===== config.mk =====
export PLATFORM = sky130hd
export DESIGN_NAME = supmon_rst_ctrl
export DESIGN_NICKNAME = d
export VERILOG_FILES = /design/src/rtl/supmon_pkg.sv /design/src/rtl/supmon_rst_sync.sv /design/src/rtl/supmon_filter.sv /design/src/rtl/supmon_arm.sv /design/src/rtl/supmon_rst_seq.sv /design/src/rtl/supmon_rst_ctrl.sv
export SDC_FILE = /design/constraint.sdc
export NUM_CORES = 1
export LEC_CHECK = 0
export ABC_AREA = 1
export BUFFER_PORTS_ARGS = -buffer_cell sky130_fd_sc_hd__buf_2
export CAP_MARGIN = 20
export CORE_UTILIZATION = 40
export DETAILED_ROUTE_END_ITERATION = 12
export SKIP_LAST_GASP = 1
export SLEW_MARGIN = 20
export SYNTH_ARGS = -nofsm -noshare
export SYNTH_HDL_FRONTEND = slang
export SYNTH_HIERARCHICAL = 1
export SYNTH_SLANG_ARGS = --single-unit

===== constraint.sdc =====
create_clock -name clk -period 1.1 [get_ports clk]
set_input_delay 0.055 -clock clk [delete_from_list [all_inputs] [get_ports clk]]
set_output_delay 0.055 -clock clk [all_outputs]
set_load 0.03 [all_outputs]

===== src/rtl/supmon_pkg.sv =====
package supmon_pkg;
  localparam int unsigned CAUSE_W = 3;
  typedef enum logic [CAUSE_W-1:0] {
    CAUSE_PWR   = 3'b001,
    CAUSE_SW    = 3'b010,
    CAUSE_FLASH = 3'b100
  } cause_e;
endpackage


===== src/rtl/supmon_rst_sync.sv =====
module supmon_rst_sync #(
  parameter int unsigned STAGES = 2
) (
  input  logic clk,
  input  logic arst_n,
  output logic srst_n_o
);
  logic [STAGES-1:0] chain_q;

  always_ff @(posedge clk or negedge arst_n) begin
    if (!arst_n) chain_q <= '0;
    else         chain_q <= {chain_q[STAGES-2:0], 1'b1};
  end

  assign srst_n_o = chain_q[STAGES-1];
endmodule


===== src/rtl/supmon_filter.sv =====
module supmon_filter #(
  parameter int unsigned CNT_W = 8
) (
  input  logic             clk,
  input  logic             rst_n,
  input  logic             raw_i,
  input  logic [CNT_W-1:0] len_i,
  output logic             filt_o
);
  logic             s1_q, s2_q;
  logic             filt_q, filt_d;
  logic [CNT_W-1:0] cnt_q, cnt_d;

  // two-flop synchronizer
  always_ff @(posedge clk or negedge rst_n) begin
    if (!rst_n) begin
      s1_q <= 1'b0;
      s2_q <= 1'b0;
    end else begin
      s1_q <= raw_i;
      s2_q <= s1_q;
    end
  end

  // stability counter next state
  always_comb begin
    filt_d = filt_q;
    cnt_d  = '0;
    if (s2_q != filt_q) begin
      if (cnt_q == len_i) begin
        filt_d = s2_q;
        cnt_d  = '0;
      end else begin
        cnt_d = cnt_q + 1'b1;
      end
    end
  end

  always_ff @(posedge clk or negedge rst_n) begin
    if (!rst_n) begin
      filt_q <= 1'b0;
      cnt_q  <= '0;
    end else begin
      filt_q <= filt_d;
      cnt_q  <= cnt_d;
    end
  end

  assign filt_o = filt_q;

  assert_filt_waits_R9: assert property (@(posedge clk) disable iff (!rst_n)
    (s2_q != filt_q && cnt_q != len_i) |=> $stable(filt_q));
endmodule


===== src/rtl/supmon_arm.sv =====
module supmon_arm (
  input  logic clk,
  input  logic rst_n,
  input  logic pf_i,
  input  logic cfg_we_i,
  input  logic cfg_en_i,
  input  logic cfg_sel_i,
  input  logic sleep_req_i,
  input  logic wake_i,
  output logic en_o,
  output logic sel_o,
  output logic sleep_o,
  output logic armed_o
);
  logic en_q, en_d, sel_q, sel_d, sleep_q, sleep_d;

  always_comb begin
    en_d    = en_q;
    sel_d   = sel_q;
    sleep_d = sleep_q;
    if (pf_i) begin
      en_d  = 1'b1;
      sel_d = 1'b1;
    end else if (cfg_we_i) begin
      en_d  = cfg_en_i;
      sel_d = cfg_sel_i;
    end
    if (wake_i)           sleep_d = 1'b0;
    else if (sleep_req_i) sleep_d = 1'b1;
  end

  always_ff @(posedge clk or negedge rst_n) begin
    if (!rst_n) begin
      en_q    <= 1'b1;
      sel_q   <= 1'b1;
      sleep_q <= 1'b0;
    end else begin
      en_q    <= en_d;
      sel_q   <= sel_d;
      sleep_q <= sleep_d;
    end
  end

  assign en_o    = en_q & ~sleep_q;
  assign sel_o   = sel_q & ~sleep_q;
  assign sleep_o = sleep_q;
  assign armed_o = en_q & sel_q & ~sleep_q;

  assert_pf_forces_bits_R1: assert property (@(posedge clk) disable iff (!rst_n)
    pf_i |=> (en_q && sel_q));
  assert_bits_kept_R4: assert property (@(posedge clk) disable iff (!rst_n)
    (!pf_i && !cfg_we_i) |=> ($stable(en_q) && $stable(sel_q)));
  assert_no_pf_asleep_R5: assert property (@(posedge clk) disable iff (!rst_n)
    sleep_q |-> !pf_i);
endmodule


===== src/rtl/supmon_rst_seq.sv =====
module supmon_rst_seq
  import supmon_pkg::*;
#(
  parameter int unsigned STRETCH = 16
) (
  input  logic               clk,
  input  logic               rst_n,
  input  logic               pf_i,
  input  logic               sw_req_i,
  input  logic               flash_req_i,
  input  logic               armed_i,
  output logic               core_rst_o,
  output logic               porf_o,
  output logic [CAUSE_W-1:0] cause_o,
  output logic               flash_go_o
);
  localparam int unsigned CW = (STRETCH > 2) ? $clog2(STRETCH) : 1;
  localparam logic [CW-1:0] LAST = CW'(STRETCH - 1);

  logic          rst_q, rst_d, porf_q, porf_d, go_q, go_d;
  logic [CW-1:0] cnt_q, cnt_d;
  cause_e        cause_q, cause_d;
  logic          flash_err, flash_ok, sw_ok;

  assign flash_err = flash_req_i & ~armed_i & ~rst_q;
  assign flash_ok  = flash_req_i &  armed_i & ~rst_q;
  assign sw_ok     = sw_req_i & ~rst_q;

  always_comb begin
    rst_d   = rst_q;
    cnt_d   = cnt_q;
    cause_d = cause_q;
    porf_d  = porf_q;
    go_d    = flash_ok & ~pf_i;
    if (pf_i) begin
      rst_d = 1'b1; cnt_d = '0; cause_d = CAUSE_PWR; porf_d = 1'b1;
    end else if (flash_err) begin
      rst_d = 1'b1; cnt_d = '0; cause_d = CAUSE_FLASH; porf_d = 1'b0;
    end else if (sw_ok) begin
      rst_d = 1'b1; cnt_d = '0; cause_d = CAUSE_SW; porf_d = 1'b0;
    end else if (rst_q) begin
      if (cnt_q == LAST) rst_d = 1'b0;
      else               cnt_d = cnt_q + 1'b1;
    end
  end

  always_ff @(posedge clk or negedge rst_n) begin
    if (!rst_n) begin
      rst_q   <= 1'b1;
      cnt_q   <= '0;
      cause_q <= CAUSE_PWR;
      porf_q  <= 1'b1;
      go_q    <= 1'b0;
    end else begin
      rst_q   <= rst_d;
      cnt_q   <= cnt_d;
      cause_q <= cause_d;
      porf_q  <= porf_d;
      go_q    <= go_d;
    end
  end

  assign core_rst_o = rst_q;
  assign porf_o     = porf_q;
  assign cause_o    = cause_q;
  assign flash_go_o = go_q;

  assert_pf_holds_rst_R2: assert property (@(posedge clk) disable iff (!rst_n)
    pf_i |=> rst_q);
  assert_porf_after_pf_R3: assert property (@(posedge clk) disable iff (!rst_n)
    pf_i |=> porf_q);
  assert_flash_blocked_R8: assert property (@(posedge clk) disable iff (!rst_n)
    (flash_req_i && !armed_i && !rst_q && !pf_i) |=> (rst_q && !go_q && cause_q == CAUSE_FLASH));
  assert_cause_onehot_R11: assert property (@(posedge clk) disable iff (!rst_n)
    $countones(cause_q) == 1);
  assert_busy_ignores_R12: assert property (@(posedge clk) disable iff (!rst_n)
    (rst_q && !pf_i) |=> $stable(cause_q));
endmodule


===== src/rtl/supmon_rst_ctrl.sv =====
module supmon_rst_ctrl
  import supmon_pkg::*;
#(
  parameter int unsigned FILT_W  = 8,
  parameter int unsigned STRETCH = 16
) (
  input  logic               clk,
  input  logic               rst_n,
  input  logic               below_rst_raw_i,
  input  logic               below_warn_raw_i,
  input  logic [FILT_W-1:0]  filt_len_i,
  input  logic               cfg_we_i,
  input  logic               cfg_en_i,
  input  logic               cfg_sel_i,
  input  logic               sleep_req_i,
  input  logic               wake_i,
  input  logic               sw_rst_req_i,
  input  logic               flash_op_i,
  input  logic               irq_en_i,
  input  logic               irq_clr_i,
  output logic               core_rst_o,
  output logic               porf_o,
  output logic               vdd_ok_o,
  output logic               warn_irq_o,
  output logic [CAUSE_W-1:0] rst_cause_o,
  output logic               mon_en_o,
  output logic               mon_sel_o,
  output logic               flash_go_o
);
  localparam int unsigned NCH = 2;  // channel 0: reset level, 1: warning level

  logic           srst_n;
  logic [NCH-1:0] raw_vec, filt_vec;
  logic           armed, sleep_st, pf;
  logic           warn_q, warn_d, irq_q, irq_d;

  supmon_rst_sync #(.STAGES(2)) u_sync (
    .clk(clk), .arst_n(rst_n), .srst_n_o(srst_n)
  );

  assign raw_vec = {below_warn_raw_i, below_rst_raw_i};

  for (genvar g = 0; g < NCH; g++) begin : g_chan
    supmon_filter #(.CNT_W(FILT_W)) u_filt (
      .clk(clk), .rst_n(srst_n), .raw_i(raw_vec[g]),
      .len_i(filt_len_i), .filt_o(filt_vec[g])
    );
  end

  assign pf = armed & filt_vec[0];

  supmon_arm u_arm (
    .clk(clk), .rst_n(srst_n), .pf_i(pf),
    .cfg_we_i(cfg_we_i), .cfg_en_i(cfg_en_i), .cfg_sel_i(cfg_sel_i),
    .sleep_req_i(sleep_req_i), .wake_i(wake_i),
    .en_o(mon_en_o), .sel_o(mon_sel_o), .sleep_o(sleep_st), .armed_o(armed)
  );

  supmon_rst_seq #(.STRETCH(STRETCH)) u_seq (
    .clk(clk), .rst_n(srst_n), .pf_i(pf),
    .sw_req_i(sw_rst_req_i), .flash_req_i(flash_op_i), .armed_i(armed),
    .core_rst_o(core_rst_o), .porf_o(porf_o), .cause_o(rst_cause_o),
    .flash_go_o(flash_go_o)
  );

  // warning status and level interrupt
  always_comb begin
    warn_d = filt_vec[1];
    irq_d  = irq_q;
    if (filt_vec[1] && irq_en_i)       irq_d = 1'b1;
    else if (irq_clr_i && !filt_vec[1]) irq_d = 1'b0;
  end

  always_ff @(posedge clk or negedge srst_n) begin
    if (!srst_n) begin
      warn_q <= 1'b0;
      irq_q  <= 1'b0;
    end else begin
      warn_q <= warn_d;
      irq_q  <= irq_d;
    end
  end

  assign vdd_ok_o   = ~warn_q;
  assign warn_irq_o = irq_q;

  assert_irq_pending_R7: assert property (@(posedge clk) disable iff (!srst_n)
    (irq_q && filt_vec[1]) |=> irq_q);
  assert_sleep_no_reset_R5: assert property (@(posedge clk) disable iff (!srst_n)
    (sleep_st && !core_rst_o && !sw_rst_req_i && !flash_op_i) |=> !core_rst_o);
endmodule


# ---- After elaboration in Yosys (flattened, before gate mapping)
# Cells that the tools add are included.
dict set report totals {
  output_inout_bits 10
  input_bits 21
  ff_bits 39
}
dict set report classes {
  n_addsub 3
  n_reduce_logical 11
  eq_ne 6
  n_mux 28
  n_bitwise 16
}
# operator n
set op_table {}
lappend op_table {{$mux 8} 4}
lappend op_table {{$mux 4} 5}
lappend op_table {{$add 8x1->8 const B} 2}
lappend op_table {{$eq 8x8->1} 2}
lappend op_table {{$mux 1} 16}
lappend op_table {{$and 1x1->1} 11}
lappend op_table {{$mux 3} 3}
lappend op_table {{$reduce_and 2->1} 3}
lappend op_table {{$reduce_bool 2->1} 3}
lappend op_table {{$not 1->1} 5}
lappend op_table {{$add 4x1->4 const B} 1}
lappend op_table {{$eq 4x4->1 const B} 1}
lappend op_table {{$ne 4x1->1 const B} 1}
lappend op_table {{$reduce_bool 4->1} 1}
lappend op_table {{$reduce_bool 3->1} 1}
lappend op_table {{$logic_and 1x1->1} 2}
lappend op_table {{$ne 1x1->1} 2}
lappend op_table {{$logic_not 1->1} 1}

# ---- Longest topological paths before layout
# Gate-level depths: netlist of the first run.
dict set report logic_depth {
  ltp_word 7
  mapped_depth 9
  ltp_nobuf 9
}

# ---- Cells and area by module
# Netlist of the first run, hierarchy kept.
# mod cells_per_inst area_per_inst_um2 n_inst
set by_module_without_submodules {}
lappend by_module_without_submodules {supmon_filter 77 604.3 2}
lappend by_module_without_submodules {supmon_rst_seq 52 474.2 1}
lappend by_module_without_submodules {supmon_arm 19 140.1 1}
lappend by_module_without_submodules {supmon_rst_ctrl 9 77.6 1}
lappend by_module_without_submodules {supmon_rst_sync 3 53.8 1}

# ---- Worst setup path before layout of the first run
# No wires, ideal clock.
dict set report synth_timing {
  path_type {reg2reg}
  from {reg u_arm.en_q}
  to {reg u_seq.cnt_q[3]}
  setup_slack_ps -147
  n_path_buf 0
  stages_incl_launch_ff 10
  arrival_time_ps 1131
  required_ps 983
  synth_period_minus_slack_ps 1247
  path_cell_list {dfstp_2 > nand2_1 > nor2_1 > nand2_1 > inv_1 > inv_1 > nand2_4 > nor2_4 > nand2_1 > nor2_1}
}
dict set report synth_between {
  elab_cells_between_ends 11
}
# item line
set synth_lines {}
lappend synth_lines {{from (decl)} supmon_arm.sv:15} ;# logic en_q, en_d, sel_q, sel_d, sleep_q, sleep_d;
lappend synth_lines {{from (signal assigned)} supmon_arm.sv:38} ;# en_q <= en_d;
lappend synth_lines {{$and 1x1->1 (*) (2 in a row)} supmon_arm.sv:47} ;# assign armed_o = en_q & sel_q & ~sleep_q;
lappend synth_lines {{via armed} supmon_rst_ctrl.sv:34} ;# logic armed, sleep_st, pf;
lappend synth_lines {{$and 1x1->1 (*)} supmon_rst_ctrl.sv:50} ;# assign pf = armed & filt_vec[0];
lappend synth_lines {{via pf} supmon_rst_ctrl.sv:34}
lappend synth_lines {{$ne 4x1->1 (no line) or $reduce_bool 4->1 (tied branches)} -}
lappend synth_lines {{$reduce_and 2->1 (no line)} -}
lappend synth_lines {{to (signal assigned)} supmon_rst_seq.sv:56} ;# cnt_q <= cnt_d;
lappend synth_lines {{to (decl)} supmon_rst_seq.sv:21} ;# logic [CW-1:0] cnt_q, cnt_d;
# The timed path passes the listed nets; every way through them passes the cells marked *.
# A chain may end at the register's enable or synchronous reset.

# ---- Final worst setup path of the first run
dict set report layout_timing {
  from {reg u_arm.sel_q}
  to {reg u_seq.cnt_q[3]}
}
dict set report layout_between {
  elab_chain_len 7
  elab_cells_between_ends 11
}
# item line
set layout_rtl {}
lappend layout_rtl {{from (decl)} supmon_arm.sv:15}
lappend layout_rtl {{from (signal assigned)} supmon_arm.sv:39} ;# sel_q <= sel_d;
lappend layout_rtl {{$and 1x1->1 (*) (2 in a row)} supmon_arm.sv:47}
lappend layout_rtl {{via armed} supmon_rst_ctrl.sv:34}
lappend layout_rtl {{$not 1->1} supmon_rst_seq.sv:25} ;# assign flash_err = flash_req_i & ~armed_i & ~rst_q;
lappend layout_rtl {{$and 1x1->1 (2 in a row)} supmon_rst_seq.sv:25}
lappend layout_rtl {{$ne 4x1->1 (no line), or another cell as far along} -}
lappend layout_rtl {{$reduce_and 2->1 (no line) or $mux 4 (tied branches)} -}
# Marks and branches as above.

==> results of run 1 <==
[layout make-up]
cell class	instances	area [um2]
fillers	419	1870
multi-input cells	163	970
flip-flops and latches	38	958
repair buffers	86	626
inverters	34	138
well taps	67	83.8
clock buffers	8	80.1
[cell usage in the layout (no fill, tap or decap)]
master	synthesis	routed
nand3_2	3	4
nand3_1	13	12
ha_2	0	2
inv_1	32	26
o21ai_0	2	2
inv_6	1	1
ha_1	3	1
nand2_4	4	5
a21oi_2	0	1
clkbuf_1	0	3
xnor2_1	10	10
buf_2	0	27
buf_4	1	43
o21ai_1	1	1
nand2_1	71	63
nor2_4	1	8
clkbuf_8	0	5
nor3_4	0	1
nor2_1	32	17
dfrtp_1	34	32
nand2_2	2	9
nand3_4	1	1
a21oi_1	4	3
dfstp_2	4	4
inv_2	1	5
nor3_2	2	2
xor2_1	6	6
dlygate4sd3_1	0	10
nor2_2	2	10
inv_4	0	2
buf_6	1	6
conb_1	1	1
nand4_1	4	4
dfrtp_2	0	2
[worst paths after layout]
path | endpoint | slack (ns)
worst max-delay path | u_seq/cnt_q[3]$_DFFE_PN0P_ | -0.17
worst min-delay path | u_seq/flash_go_o$_DFF_PN0_ | 0.06
worst max register to register | u_seq/cnt_q[3]$_DFFE_PN0P_ | -0.17
worst min register to register | g_chan[1].u_filt/cnt_q[5]$_DFF_PN0_ | 0.20
max in group asynchronous | u_seq/cause_o[0]$_DFFE_PN1P_ | 0.56
min in group asynchronous | u_sync/chain_q[1]$_DFF_PN0_ | 0.08
[flip-flops by register name (all words and copies together) (netlist names)]
signal                flops
g_chan.u_filt/s1_q        2
g_chan.u_filt/filt_o      2
u_arm/sleep_o             1
u_seq/cause_o             3
u_arm/en_q                1
warn_q                    1
u_seq/core_rst_o          1
g_chan.u_filt/s2_q        2
u_sync/chain_q            2
g_chan.u_filt/cnt_q      16
u_seq/cnt_q               4
warn_irq_o                1
u_arm/sel_q               1
u_seq/flash_go_o          1
[cells by family (layout without fill, tap and decap cells)]
logic type,Yosys count,in the layout,synth area share [%]
simple gates,136,136,32.3
fa+ha+maj,3,3,1.92
other cells,1,1,0.192
buf+inv,36,128,7.75
xor+xnor,16,16,7.17
flops,38,38,48.9
compound gates,7,7,1.79
[per-layer routing]
metal,routed length (um),share of wire (%),vias up
met5,0,0,-
met4,67,1.7,0
met3,117,2.9,7
met2,2080,51,28
li1,-,-,900
met1,1780,44,807
[where the power goes]
group          leakage, uW  switching [uW]  internal (uW)
clock network    0.0000395             445            450
logic             0.000925             973            816
registers         0.000483             183           1670
total              0.00145            1600           2930
[repair_timing]
action | in CTS | in global routing
setup buffers | 5 | 3
pin swaps | 7 | 16
setup endpoints to repair | 32 | 32
hold buffers | 10 | 0
endpoints found under the hold margin | 8 | 0
resized for setup | 17 | 31
[metrics by stage]
stage	area [um2]	cells
floorplan	1970	237
global placement	2490	372
detailed placement	2490	372
CTS	2760	395
global route	2860	396
finish	2860	396
[tightest hold or removal path, cell delays in order]
cell     delay [ns]
buf_2          0.13
nand2_4        0.08
nor3_4         0.04
==> results.json, run 1 <==
{
  "tns_ns": -2.51,
  "synth_commonest_cells": "nand2_1 (71), dfrtp_1 (34), inv_1 (32), nor2_1 (32), nand3_1 (13)",
  "gp_congestion": 0.788,
  "drv_cap": 0,
  "synth_area_leaders": "dfrtp_1 (44%), nand2_1 (14%), inv_1 (6.1%)",
  "violations": "negative setup slack",
  "grt_use_total_pct": 17.4,
  "fin_util_pct": 60.5,
  "slowest_stage": "dfstp_2",
  "r2r-start": "u_arm/sel_q$_DFFE_PN1P_",
  "endpoint_kind": "flip-flop",
  "dp_slack_ns": -0.141,
  "syn_to_final_growth_pct": 46.1,
  "cts_made_buffers": 5,
  "cp_cell_sequence": "nand2_2 > nor2_4 > inv_2 > nand3_4 > nand2_4 > nor2_4 > nand2_1 > nor2_1",
  "critical_path_depth": 8,
  "grt_util_met1_pct": 20.8,
  "ys_seq_area_share_pct": 48.9,
  "core-area_mm2": 0.00472,
  "critPathBufInv": 1,
  "drc": 0,
  "final_hold_viol_count": 0,
  "fin_ws_ns": -0.166,
  "grt.overflow.total": 0,
  "ys_types": 26,
  "netlist_area_mm2": 0.00195,
  "syn_inst": 237,
  "criticalPathCategory": "reg -> reg",
  "power_density_mw_per_mm2": 1590,
  "yosysTopAreaCell": "dfrtp_1",
  "cts_sinks": 38,
  "p_leak_uw": 0.00145,
  "grt_pass1_vias": 1647,
  "ios": 31,
  "period_minus_slack_ns": 1.27,
  "insertion_delay_ns": 0.28,
  "final.period_utilization_pct": 115,
  "final_antenna_net_count": 0,
  "htreeDepth": 2,
  "async_flop_share_pct": 100,
  "port_buffers": 30,
  "num_rows": 25,
  "status": "finished with violations",
  "timing.hold.ws_ns": 0.0608,
  "yosysTopAreaCellShare_pct": 43.5,
  "grt_antenna_before_repair": 0,
  "hold_depth": 3,
  "met2_usage_pct": 30.8,
  "hold_class": "in -> reg",
  "fin_nets": 352,
  "fin_total_pwr_uw": 4530,
  "crit_top_cell": "nor2_4",
  "required_ns": 1.32,
  "grt-busiest-layer": "met2",
  "final-setup-viol-count": 30,
  "yosysMostFrequentCell": "nand2_1",
  "cts_tree": "done",
  "cp_top_family": "simple AND/OR/NAND/NOR gates",
  "synth_seq_cells": 38,
  "fmax_ghz": 0.790,
  "path_clk_slew_ns": 0.07,
  "dp_hpwl_um": 2910,
  "die_w_um": 71.9,
  "vias_per_cell": 4.40,
  "antenna_cells": 0,
  "yosysWarnings": 6,
  "drt-initial-drc-count": 45,
  "fin_skew_ns": 0.00488,
  "cts_buffer_depth": 2,
  "num_vias": 1742,
  "path_max_fanout": 4,
  "cp.arrival_ns": 1.48,
  "start_util_pct": 41.4,
  "drive_gt1_share_pct": 41.9,
  "root_buffer": "clkbuf_8",
  "holdCritStartpoint": "flash_op_i",
  "slew_viol_final": 0,
  "grt_max_degree": 24,
  "use_met3_pct": 4.17,
  "reg2reg_depth": 8,
  "ys.flop_type": "dfrtp_1",
  "first_pass_iters": 4,
  "rsz0062_at_grt": "true",
  "cp-start-kind": "flip-flop",
  "synth_nets": 261,
  "syn_area_per_cell_um2": 8.25,
  "cp-startpoint": "u_arm/sel_q$_DFFE_PN1P_",
  "grt_pass1_wl_um": 6910,
  "routed_wirelength_um": 4050,
  "die-height_um": 71.9,
  "wl_per_cell_um": 10.2,
  "critPathMaxStageDelay_ns": 0.55,
  "dieArea_mm2": 0.00517,
  "synth_edf_count": 0,
  "max-vdd-ir-drop_v": 0.00114
}
Note: power is estimated with default switching activity, not from simulation.
==> inputs of run 2 (changes only) <==
--- a/config.mk
+++ b/config.mk
@@ -10,6 +10,8 @@
 export CAP_MARGIN = 20
 export CORE_UTILIZATION = 40
 export DETAILED_ROUTE_END_ITERATION = 12
+export GPL_TIMING_DRIVEN = 0
+export RECOVER_POWER = 50
 export SKIP_LAST_GASP = 1
 export SLEW_MARGIN = 20
 export SYNTH_ARGS = -nofsm -noshare
==> run 2 against run 1 <==
The run still ends with negative setup slack left. Sequential power increased by 4%. Setup slack got worse by 0.029 ns. Wire length decreased by 3.4%. Critical path depth decreased by 4. Non-clock buffer count decreased by 16. Flip-flop and latch count unchanged. Global-route usage decreased by 1.2 points. Critical path type is now reg -> out. Largest power group unchanged.
==> results.json, run 2 (synthesis results as in run 1) <==
{
  "wl_per_cell_um": 10.3,
  "instances_no_fill": 380,
  "power_frac_seq_pct": 43.4,
  "cp-start-kind": "flip-flop",
  "core-area_mm2": 0.00472,
  "criticalPathCategory": "reg -> out",
  "fin_skew_ns": 0.00149,
  "final_antenna_net_count": 0,
  "largest_register_ffs": 16,
  "num_vias": 1682,
  "cts_made_buffers": 5,
  "grt_max_degree": 37,
  "hold_class": "in -> reg",
  "drt-initial-drc-count": 36,
  "endpoint_kind": "output port",
  "cts_tree": "done",
  "max_slew.worst_pin.slew_ns": 0.783,
  "regMostFlops": "g_chan.u_filt/cnt_q",
  "violations": "negative setup slack",
  "ios": 31,
  "final_hold_viol_count": 0,
  "required_ns": 1.04,
  "combPwrFrac_pct": 34.9,
  "drc": 0,
  "timing.hold.ws_ns": 0.0248,
  "fillers": 449,
  "drive_gt1_share_pct": 39.6,
  "die-height_um": 71.9,
  "routed_wirelength_um": 3910,
  "syn_to_final_growth_pct": 39.1,
  "grt_pass1_wl_um": 6410,
  "power_switching_uw": 1580,
  "internal_power_uw": 2870,
  "insertion_delay_ns": 0.28,
  "path_max_fanout": 3,
  "fin_util_pct": 57.6,
  "period_minus_slack_ns": 1.30,
  "port_buffers": 30,
  "slew_viol_final": 0,
  "power_density_mw_per_mm2": 1640,
  "final_common_cell": "nand2_1",
  "vias_per_cell": 4.43,
  "start_util_pct": 41.4,
  "cts_sinks": 38,
  "drv_cap": 0,
  "rsz0062_at_grt": "true",
  "first_pass_iters": 4,
  "layout_common_cells": "nand2_1 (66), buf_4 (31), dfrtp_1 (29)",
  "grt.overflow.total": 0,
  "grt_use_total_pct": 16.2,
  "dp_slack_ns": -0.197,
  "regArea_um2": 962,
  "dp_hpwl_um": 2410,
  "antenna_cells": 0,
  "relSlewSlack_pct": 47.8,
  "path_clk_slew_ns": 0.07,
  "cts_buffer_depth": 2,
  "final-setup-viol-count": 32,
  "finalInstanceArea_mm2": 0.00272,
  "htreeDepth": 2,
  "placed_area_mm2": 0.00220,
  "num_rows": 25,
  "status": "finished with violations",
  "max-vdd-ir-drop_v": 0.00113,
  "fin_nets": 336,
  "fin_ws_ns": -0.196,
  "multiInputGateArea_um2": 950,
  "final.period_utilization_pct": 118,
  "die_w_um": 71.9,
  "grt_pass1_vias": 1582,
  "r2r_setup_slack_ns": -0.19,
  "root_buffer": "clkbuf_8",
  "placed_cells": 334,
  "grt_antenna_before_repair": 0,
  "switching_share_pct": 35.5,
  "p_leak_uw": 0.00136,
  "cp.arrival_ns": 1.24,
  "fmax_ghz": 0.772,
  "pwr-share-clk_pct": 21.7,
  "gp_congestion": 0.706,
  "dieArea_mm2": 0.00517
}
==> run 2: cell count changes in the layout (fill, tap and decap cells not counted), sizes merged <==
cell / delta
clkbuf: +2
buf: -18
==> run 2: power groups by stage <==
stage	registers (uW)	clock network (uW)	logic [uW]
3_5_place_dp	1940	0	1260
6_report	1930	966	1550
5_1_grt	1970	1070	1720
3_3_place_gp	1940	0	1240
4_1_cts	1920	1020	1430
2_1_floorplan	2050	0	848
==> run 2: cell type report <==
cell class              count  area share, %
multi-input cells         163           34.9
inverters                  34           4.97
clock buffers               8           3.31
flip-flops and latches     38           35.4
repair buffers             68           17.5
plain buffers               2          0.828
well taps                  67           3.08
==> run 2: what timing repair did <==
item / 4_1_cts / 5_1_grt
pin swaps: 9 / 24
setup endpoints to repair: 28 / 36
hold buffers: 10 / 0
gates resized for setup: 16 / 29
hold endpoints to repair: 8 / 0
setup buffers: 19 / 9
==> run 2: final timing paths <==
path	from	endpoint	cells past startpoint
max reg2reg	u_arm/sel_q$_DFFE_PN1P_	u_seq/cnt_q[3]$_DFFE_PN0P_	8
min in group asynchronous	rst_n	u_sync/chain_q[0]$_DFF_PN0_	2
min reg2reg	g_chan[0].u_filt/s1_q$_DFF_PN0_	g_chan[0].u_filt/s2_q$_DFF_PN0_	0
max	u_arm/sel_q$_DFFE_PN1P_	mon_sel_o	4
min	flash_op_i	u_seq/flash_go_o$_DFF_PN0_	3
max in group asynchronous	u_sync/chain_q[1]$_DFF_PN0_	g_chan[1].u_filt/cnt_q[2]$_DFF_PN0_	0
==> run 2: critical path, cell delays in order, from the launching register on <==
cell	delay, ns
dfstp_2	0.56
buf_4	0.11
inv_1	0.03
nor2_1	0.09
buf_4	0.17
==> run 2: metrics by stage <==
stage | power (uW) | setup TNS (ns)
after global placement | 3180 | -3.05
after floorplan | 2900 | -0.465
after global routing | 4760 | -5.84
after CTS | 4360 | -2.21
after detailed placement | 3200 | -3.70
final | 4450 | -3.42
==> run 2: per-layer routing <==
layer | part of all wire [%] | up-vias | global-route usage [%] | routed length (um)
met5 | 0 | - | 0 | 0
met3 | 2.6 | 2 | 4.58 | 100
li1 | - | 863 | - | -
met2 | 52 | 26 | 30.3 | 2050
met4 | 0.59 | 0 | 5.88 | 23
met1 | 44 | 791 | 17.4 | 1730
